$ cat config.mk
export PLATFORM = sky130hd
export DESIGN_NAME = ocmp_unit
export DESIGN_NICKNAME = d
export VERILOG_FILES = /design/src/rtl/ocmp_pkg.sv /design/src/rtl/ocmp_cmp_reg.sv /design/src/rtl/ocmp_match.sv /design/src/rtl/ocmp_flag.sv /design/src/rtl/ocmp_unit.sv
export SDC_FILE = /design/constraint.sdc
export NUM_CORES = 1
export LEC_CHECK = 0
export CELL_PAD_IN_SITES_DETAIL_PLACEMENT = 0
export CELL_PAD_IN_SITES_GLOBAL_PLACEMENT = 1
export CORE_MARGIN = 3
export CORE_UTILIZATION = 28
export DETAILED_ROUTE_END_ITERATION = 10
export HOLD_SLACK_MARGIN = 0.08
export PLACE_DENSITY = 0.74
export SYNTH_ARGS = -nofsm -noshare
export SYNTH_HDL_FRONTEND = slang
export SYNTH_SLANG_ARGS = --single-unit
$ cat constraint.sdc
create_clock -name clk -period 1.9 [get_ports clk]
set_clock_uncertainty 0.2 [all_clocks]
set_input_delay 0.285 -clock clk [delete_from_list [all_inputs] [get_ports clk]]
set_output_delay 0.285 -clock clk [all_outputs]
set_load 0.05 [all_outputs]
$ cat src/rtl/ocmp_pkg.sv
package ocmp_pkg;
    localparam int BYTE_W = 8;
    localparam int CMP_W  = 2 * BYTE_W;
    localparam int CTL_W  = 2;

    typedef enum logic {
        GUARD_OPEN = 1'b0,
        GUARD_HELD = 1'b1
    } guard_e;

    typedef struct packed {
        logic ie;
        logic lvl;
    } ctl_t;

    typedef struct packed {
        logic [BYTE_W-1:0] hi;
        logic [BYTE_W-1:0] lo;
    } cmp_t;

    function automatic ctl_t decode_ctl(input logic [CTL_W-1:0] d);
        ctl_t c;
        c.lvl = d[0];
        c.ie  = d[1];
        return c;
    endfunction
endpackage

$ cat src/rtl/ocmp_cmp_reg.sv
module ocmp_cmp_reg
    import ocmp_pkg::*;
(
    input  logic              clk,
    input  logic              rst,
    input  logic              wr_en,
    input  logic              wr_hi,
    input  logic [BYTE_W-1:0] wr_data,
    output cmp_t              cmp_val,
    output logic              held
);
    cmp_t   cmp_q;
    guard_e guard_q;

    // compare bytes: no reset, no hardware update
    always_ff @(posedge clk) begin
        if (wr_en) begin
            if (wr_hi) cmp_q.hi <= wr_data;
            else       cmp_q.lo <= wr_data;
        end
    end

    always_ff @(posedge clk) begin
        if (rst)                 guard_q <= GUARD_OPEN;
        else if (wr_en && wr_hi) guard_q <= GUARD_HELD;
        else if (wr_en)          guard_q <= GUARD_OPEN;
    end

    assign cmp_val = cmp_q;
    assign held    = (guard_q == GUARD_HELD);


    hi_hold_chk: assert property (@(posedge clk) disable iff (rst)
        (wr_en && wr_hi) |=> held);
endmodule

$ cat src/rtl/ocmp_match.sv
module ocmp_match
    import ocmp_pkg::*;
(
    input  cmp_t             cmp_val,
    input  logic [CMP_W-1:0] cnt_value,
    input  logic             cnt_tick,
    input  logic             held,
    output logic             match_evt
);
    logic equal;

    always_comb begin
        equal     = ({cmp_val.hi, cmp_val.lo} == cnt_value);
        match_evt = cnt_tick && !held && equal;
    end
endmodule

$ cat src/rtl/ocmp_flag.sv
module ocmp_flag
    import ocmp_pkg::*;
(
    input  logic             clk,
    input  logic             rst,
    input  logic             match_evt,
    input  logic             ctl_wr,
    input  logic [CTL_W-1:0] ctl_data,
    input  logic             stat_rd,
    input  logic             lo_wr,
    output logic             flag,
    output logic             level_out,
    output logic             irq
);
    ctl_t ctl_q;
    logic flag_q;
    logic lvl_pin_q;
    logic arm_q;
    logic clr_now;

    assign clr_now = arm_q && lo_wr;

    always_ff @(posedge clk) begin
        if (rst)         ctl_q <= '0;
        else if (ctl_wr) ctl_q <= decode_ctl(ctl_data);
    end

    always_ff @(posedge clk) begin
        if (rst)                  arm_q <= 1'b0;
        else if (lo_wr)           arm_q <= 1'b0;
        else if (stat_rd && flag_q) arm_q <= 1'b1;
    end

    always_ff @(posedge clk) begin
        if (rst)            flag_q <= 1'b0;
        else if (match_evt) flag_q <= 1'b1;
        else if (clr_now)   flag_q <= 1'b0;
    end

    always_ff @(posedge clk) begin
        if (rst)            lvl_pin_q <= 1'b0;
        else if (match_evt) lvl_pin_q <= ctl_q.lvl;
    end

    assign flag      = flag_q;
    assign level_out = lvl_pin_q;
    assign irq       = flag_q && ctl_q.ie;


    flag_rise_chk: assert property (@(posedge clk) disable iff (rst)
        $rose(flag_q) |-> $past(match_evt));

    level_copy_chk: assert property (@(posedge clk) disable iff (rst)
        (match_evt && !ctl_wr) |=> (lvl_pin_q == $past(ctl_q.lvl)));

    match_wins_chk: assert property (@(posedge clk) disable iff (rst)
        match_evt |=> flag_q);
endmodule

$ cat src/rtl/ocmp_unit.sv
module ocmp_unit
    import ocmp_pkg::*;
(
    input  logic              clk,
    input  logic              rst,
    input  logic [CMP_W-1:0]  cnt_value,
    input  logic              cnt_tick,
    input  logic              wr_en,
    input  logic              wr_hi,
    input  logic [BYTE_W-1:0] wr_data,
    input  logic              ctl_wr,
    input  logic [CTL_W-1:0]  ctl_data,
    input  logic              stat_rd,
    output logic [BYTE_W-1:0] rd_hi,
    output logic [BYTE_W-1:0] rd_lo,
    output logic              cmp_flag,
    output logic              level_out,
    output logic              irq
);
    cmp_t cmp_val;
    logic held;
    logic match_evt;
    logic lo_wr;

    assign lo_wr = wr_en && !wr_hi;

    ocmp_cmp_reg i_cmp_reg (
        .clk     (clk),
        .rst     (rst),
        .wr_en   (wr_en),
        .wr_hi   (wr_hi),
        .wr_data (wr_data),
        .cmp_val (cmp_val),
        .held    (held)
    );

    ocmp_match i_match (
        .cmp_val   (cmp_val),
        .cnt_value (cnt_value),
        .cnt_tick  (cnt_tick),
        .held      (held),
        .match_evt (match_evt)
    );

    ocmp_flag i_flag (
        .clk       (clk),
        .rst       (rst),
        .match_evt (match_evt),
        .ctl_wr    (ctl_wr),
        .ctl_data  (ctl_data),
        .stat_rd   (stat_rd),
        .lo_wr     (lo_wr),
        .flag      (cmp_flag),
        .level_out (level_out),
        .irq       (irq)
    );

    assign rd_hi = cmp_val.hi;
    assign rd_lo = cmp_val.lo;


    guard_block_chk: assert property (@(posedge clk) disable iff (rst)
        held |-> !match_evt);

    tick_gate_chk: assert property (@(posedge clk) disable iff (rst)
        !cnt_tick |-> !match_evt);
endmodule

# == After elaboration in Yosys (flattened, before gate mapping) ==
# Index checks and enable logic that the tools add are counted.
# W data, S select, Z words.
# classes
n_addsub,0
n_mul,0
n_div,0
n_lt_le_gt_ge,0
n_eq_ne,1
n_shift,0
n_mux,4
bitwise_logic,1
n_reduce_logical,14
# op_table
cell,count
$eq A16 B16 Y1,1
$logic_and A1 B1 Y1,7
$mux W1,4
$reduce_and A2 Y1,2
$reduce_bool A2 Y1,2
$logic_not A1 Y1,2
$reduce_or A2 Y1,1
$not A1 Y1,1
# totals
register_bits,22
latchBits,0
ram_bits,0
mem_bits_ro,0
input_bits,33
output_inout_bits,19
word_cells,28
mem_count,0

# == Depth between registers and ports, before layout ==
# logic_depth
word_depth,5
ltp_mapped,5

# == Modules after synthesis ==
# A second synthesis with hierarchy kept.
# unflattened
cells_unflattened,61
hier_area_um2,907.1
# by_module_without_submodules
mod,n_inst,cells_per_inst,area_each_um2,seq_area_each_um2
ocmp_cmp_reg,1,21,528.0,500.5
ocmp_match,1,22,185.2,0.0
ocmp_flag,1,17,180.2,100.1
ocmp_unit,1,1,13.8,0.0

# == Worst setup path before layout ==
# OpenSTA, ideal clock, no wires.
# synth_path
path_type,reg-to-reg
startpoint,reg i_cmp_reg.cmp_q (netlist bit i_cmp_reg.cmp_val[8])
endpoint,"reg i_flag.lvl_pin_q, in the netlist i_flag.level_out"
setup_time_ns,0.116
arrival_time_ns,1.509
setup_slack_ns,0.075
stages_incl_launch_ff,6
path_buffers,0
period_less_slack_ns,1.825
cell_sequence,edfxtp_1 -> xnor2_1 -> nand4_1 -> nor4b_4 -> a21oi_1 -> a41o_1
# synth_via
elab_chain_len,2
# synth_lines
item,line,text
from (decl),ocmp_cmp_reg.sv:12,cmp_t cmp_q;
$eq A16 B16 Y1,ocmp_match.sv:13,"equal = ({cmp_val.hi, cmp_val.lo} == cnt_value);"
$logic_and A1 B1 Y1,ocmp_match.sv:14,match_evt = cnt_tick && !held && equal;
to (signal assigned),ocmp_flag.sv:42,else if (match_evt) lvl_pin_q <= ctl_q.lvl;
to (decl),ocmp_flag.sv:17,logic lvl_pin_q;
# No other way between the ends.
# A chain may end at the register's enable or synchronous reset.

# == Final worst setup path ==
# Ends and elaborated chain as after synthesis.

==> results.tsv <==
metric	value	unit
multi_input_area	313	um^2
period_needed	1.70	ns
core	3100	um^2
drc	0	
ys.warnings.count	0	
min_from	i_flag.arm_q$_SDFFE_PP0P_	
whs_path_depth	2	
hpwl	1960	um
drt_wl_total	2300	um
cts_buffers	3	
clock_latency	0.30	ns
setup_tns	0	ns
drtAntennaViolNets	0	
synth_cell_types	17	
start_util	29.7	%
syn_nets	96	
setup_viol	0	
cts_tree	yes	
antenna_found_initial	0	
cts_root_buf	clkbuf_4	
synth_area_leaders	edfxtp_1, xnor2_1, dfxtp_1	
grt_max_degree	14	
die_w	63.4	um
worstHoldEndpoint	i_flag.arm_q$_SDFFE_PP0P_	
clockBufferDepth	2	
place_ws	-0.0838	ns
grt_pass1_wl	3700	um
start_kind	register	
rsz0062_at_grt	false	
leakage	0.000595	uW
vias	699	
synth_top_area_share	52.2	%
required	1.92	ns
cp_max_fo	2	
first_pass_iters	4	
gp_congestion	0.697	
holdBufCountCts	0	
htreeDepth	1	
outcome	finished clean	
crit_chain	xnor2_1, nand4_1, nor4b_4, a21oi_1, a41o_1	
power.total	1120	uW
drv_slew	0	
ios	52	
synthCells	63	
arrival	1.71	ns
r2r-start	i_cmp_reg.cmp_val[8]$_DFFE_PP_	
first_global_vias	752	
n_fill_cell	297	
worst_path_largest_cell_delay	0.45	ns
ys_seq_area_share	65.2	%
hold_viol	0	
worstSetupPathType	register to register	
dieArea	4010	um^2
nNetsFinal	159	
diodes	0	
cts.clk_slew.worst_paths	0.12	ns
worst_slew_pin_slew	0.275	ns
final_cell_mix	clkdlybuf4s50_1, buf_4, edfxtp_1	
final_common_cell	clkdlybuf4s50_1	
layout.area.seq	601	um^2
hp-class	register to register	
r2r_slack	0.20	ns
stdcell_count	169	
grt_usage	12.1	%
peakVddDrop	0.269	mV
ys_seq_elements	22	
r2r-end	i_flag.level_out$_SDFFE_PP0P_	
syn-cell-area	921	um^2
timing.max_cap.violations	0	
p_per_area	725	nW/um^2
syn_area_per_cell	14.6	um^2
chipHeight	63.4	um
yosysTopAreaCell	edfxtp_1	
fmaxAchievable	0.590	GHz
cts_setup_buffers	0	
layout-drive-gt1-share	26.4	%
drt-vias-per-instance	4.14	
syn2layout_area_growth	68.5	%
grt_overflow	0	
r2r.worst_path.cells	5	
layout_setup_ws	0.204	ns
relSlewSlack	81.6	%
io_buffers	51	
wl_per_cell	13.6	um
holdWs	0.317	ns
cp-end-kind	register	
cts_resized	0	
num_rows	20	
fin_crit_sh	89.3	%
dpl.cell_count	165	
crit_slowest_cell	edfxtp_1	
first_iter_violations	13	
cts.sinks	22	
[layer usage]
metal / routed length (um) / track usage (%)
met2: 1130 / 19.6
met5: 0 / 0
met3: 158 / 2.50
met4: 30 / 6.47
met1: 987 / 15.0
[cells in the mapped netlist]
master and n:
a21boi_0 1, inv_1 2, mux2i_1 2, nor3_1 1, nor2_1 5, nand4_1 3
dfxtp_1 6, nor4b_4 1, a21oi_1 4, xnor2_1 14, edfxtp_1 16, a41o_1 1
nor4_4 1, xor2_1 1, nand2_1 2, and2_1 2, xor2_2 1
[worst max-delay path by stage]
stage / from / to / slack [ns] / depth (start not counted)
after floorplan: i_cmp_reg.cmp_val[8]$_DFFE_PP_ / i_flag.level_out$_SDFFE_PP0P_ / 0.07 / 5
after global placement: cnt_value[8] / i_flag.level_out$_SDFFE_PP0P_ / -0.06 / 6
after detailed placement: cnt_value[8] / i_flag.level_out$_SDFFE_PP0P_ / -0.08 / 6
after CTS: i_cmp_reg.cmp_val[8]$_DFFE_PP_ / i_flag.level_out$_SDFFE_PP0P_ / 0.17 / 5
after global routing: i_cmp_reg.cmp_val[8]$_DFFE_PP_ / i_flag.level_out$_SDFFE_PP0P_ / 0.12 / 5
final: i_cmp_reg.cmp_val[8]$_DFFE_PP_ / i_flag.level_out$_SDFFE_PP0P_ / 0.20 / 5
[state kept, by name (all words and copies together), names as in the netlist]
register / count
i_cmp_reg.cmp_val: 16
i_flag.ctl_q: 2
i_cmp_reg.held: 1
i_flag.arm_q: 1
i_flag.flag: 1
i_flag.level_out: 1
[cell families after synthesis]
group	synth area share, %
flip-flops	65.2
XOR/XNOR	16.0
AND/OR/NAND/NOR	11.7
AO/OA/AOI/OAI	4.08
multiplexers	2.17
buffers and inverters	0.816
[where the power goes]
| part | total [uW] | internal (uW) | switching (uW) |
|---|---|---|---|
| Sequential | 565 | 545 | 19.8 |
| Clock | 300 | 161 | 139 |
| Combinational | 261 | 124 | 137 |
[final cells by class]
cell class	count	share of cell area, %
Clock buffer	4	3.06
Timing Repair Buffer	58	34.0
Inverter	2	0.484
Multi-Input combinational cell	39	20.2
Sequential cell	22	38.7
Tap cell	44	3.55
[metrics by stage]
stage	area, um^2	utilization [%]
global route	1550	50.0
floorplan	921	-
detailed placement	1500	48.5
global placement	1500	48.5
CTS	1550	50.0
finish	1550	50.0
[critical path: cells and delay by family, from the launching register on]
kind	cells	cell delay [ns]
AOI/OAI and AO/OA	2	0.31
DFF	1	0.45
xor gates and xnor gates	1	0.21
and+or+nand+nor	2	0.44
(Power assumes the default switching activity.)
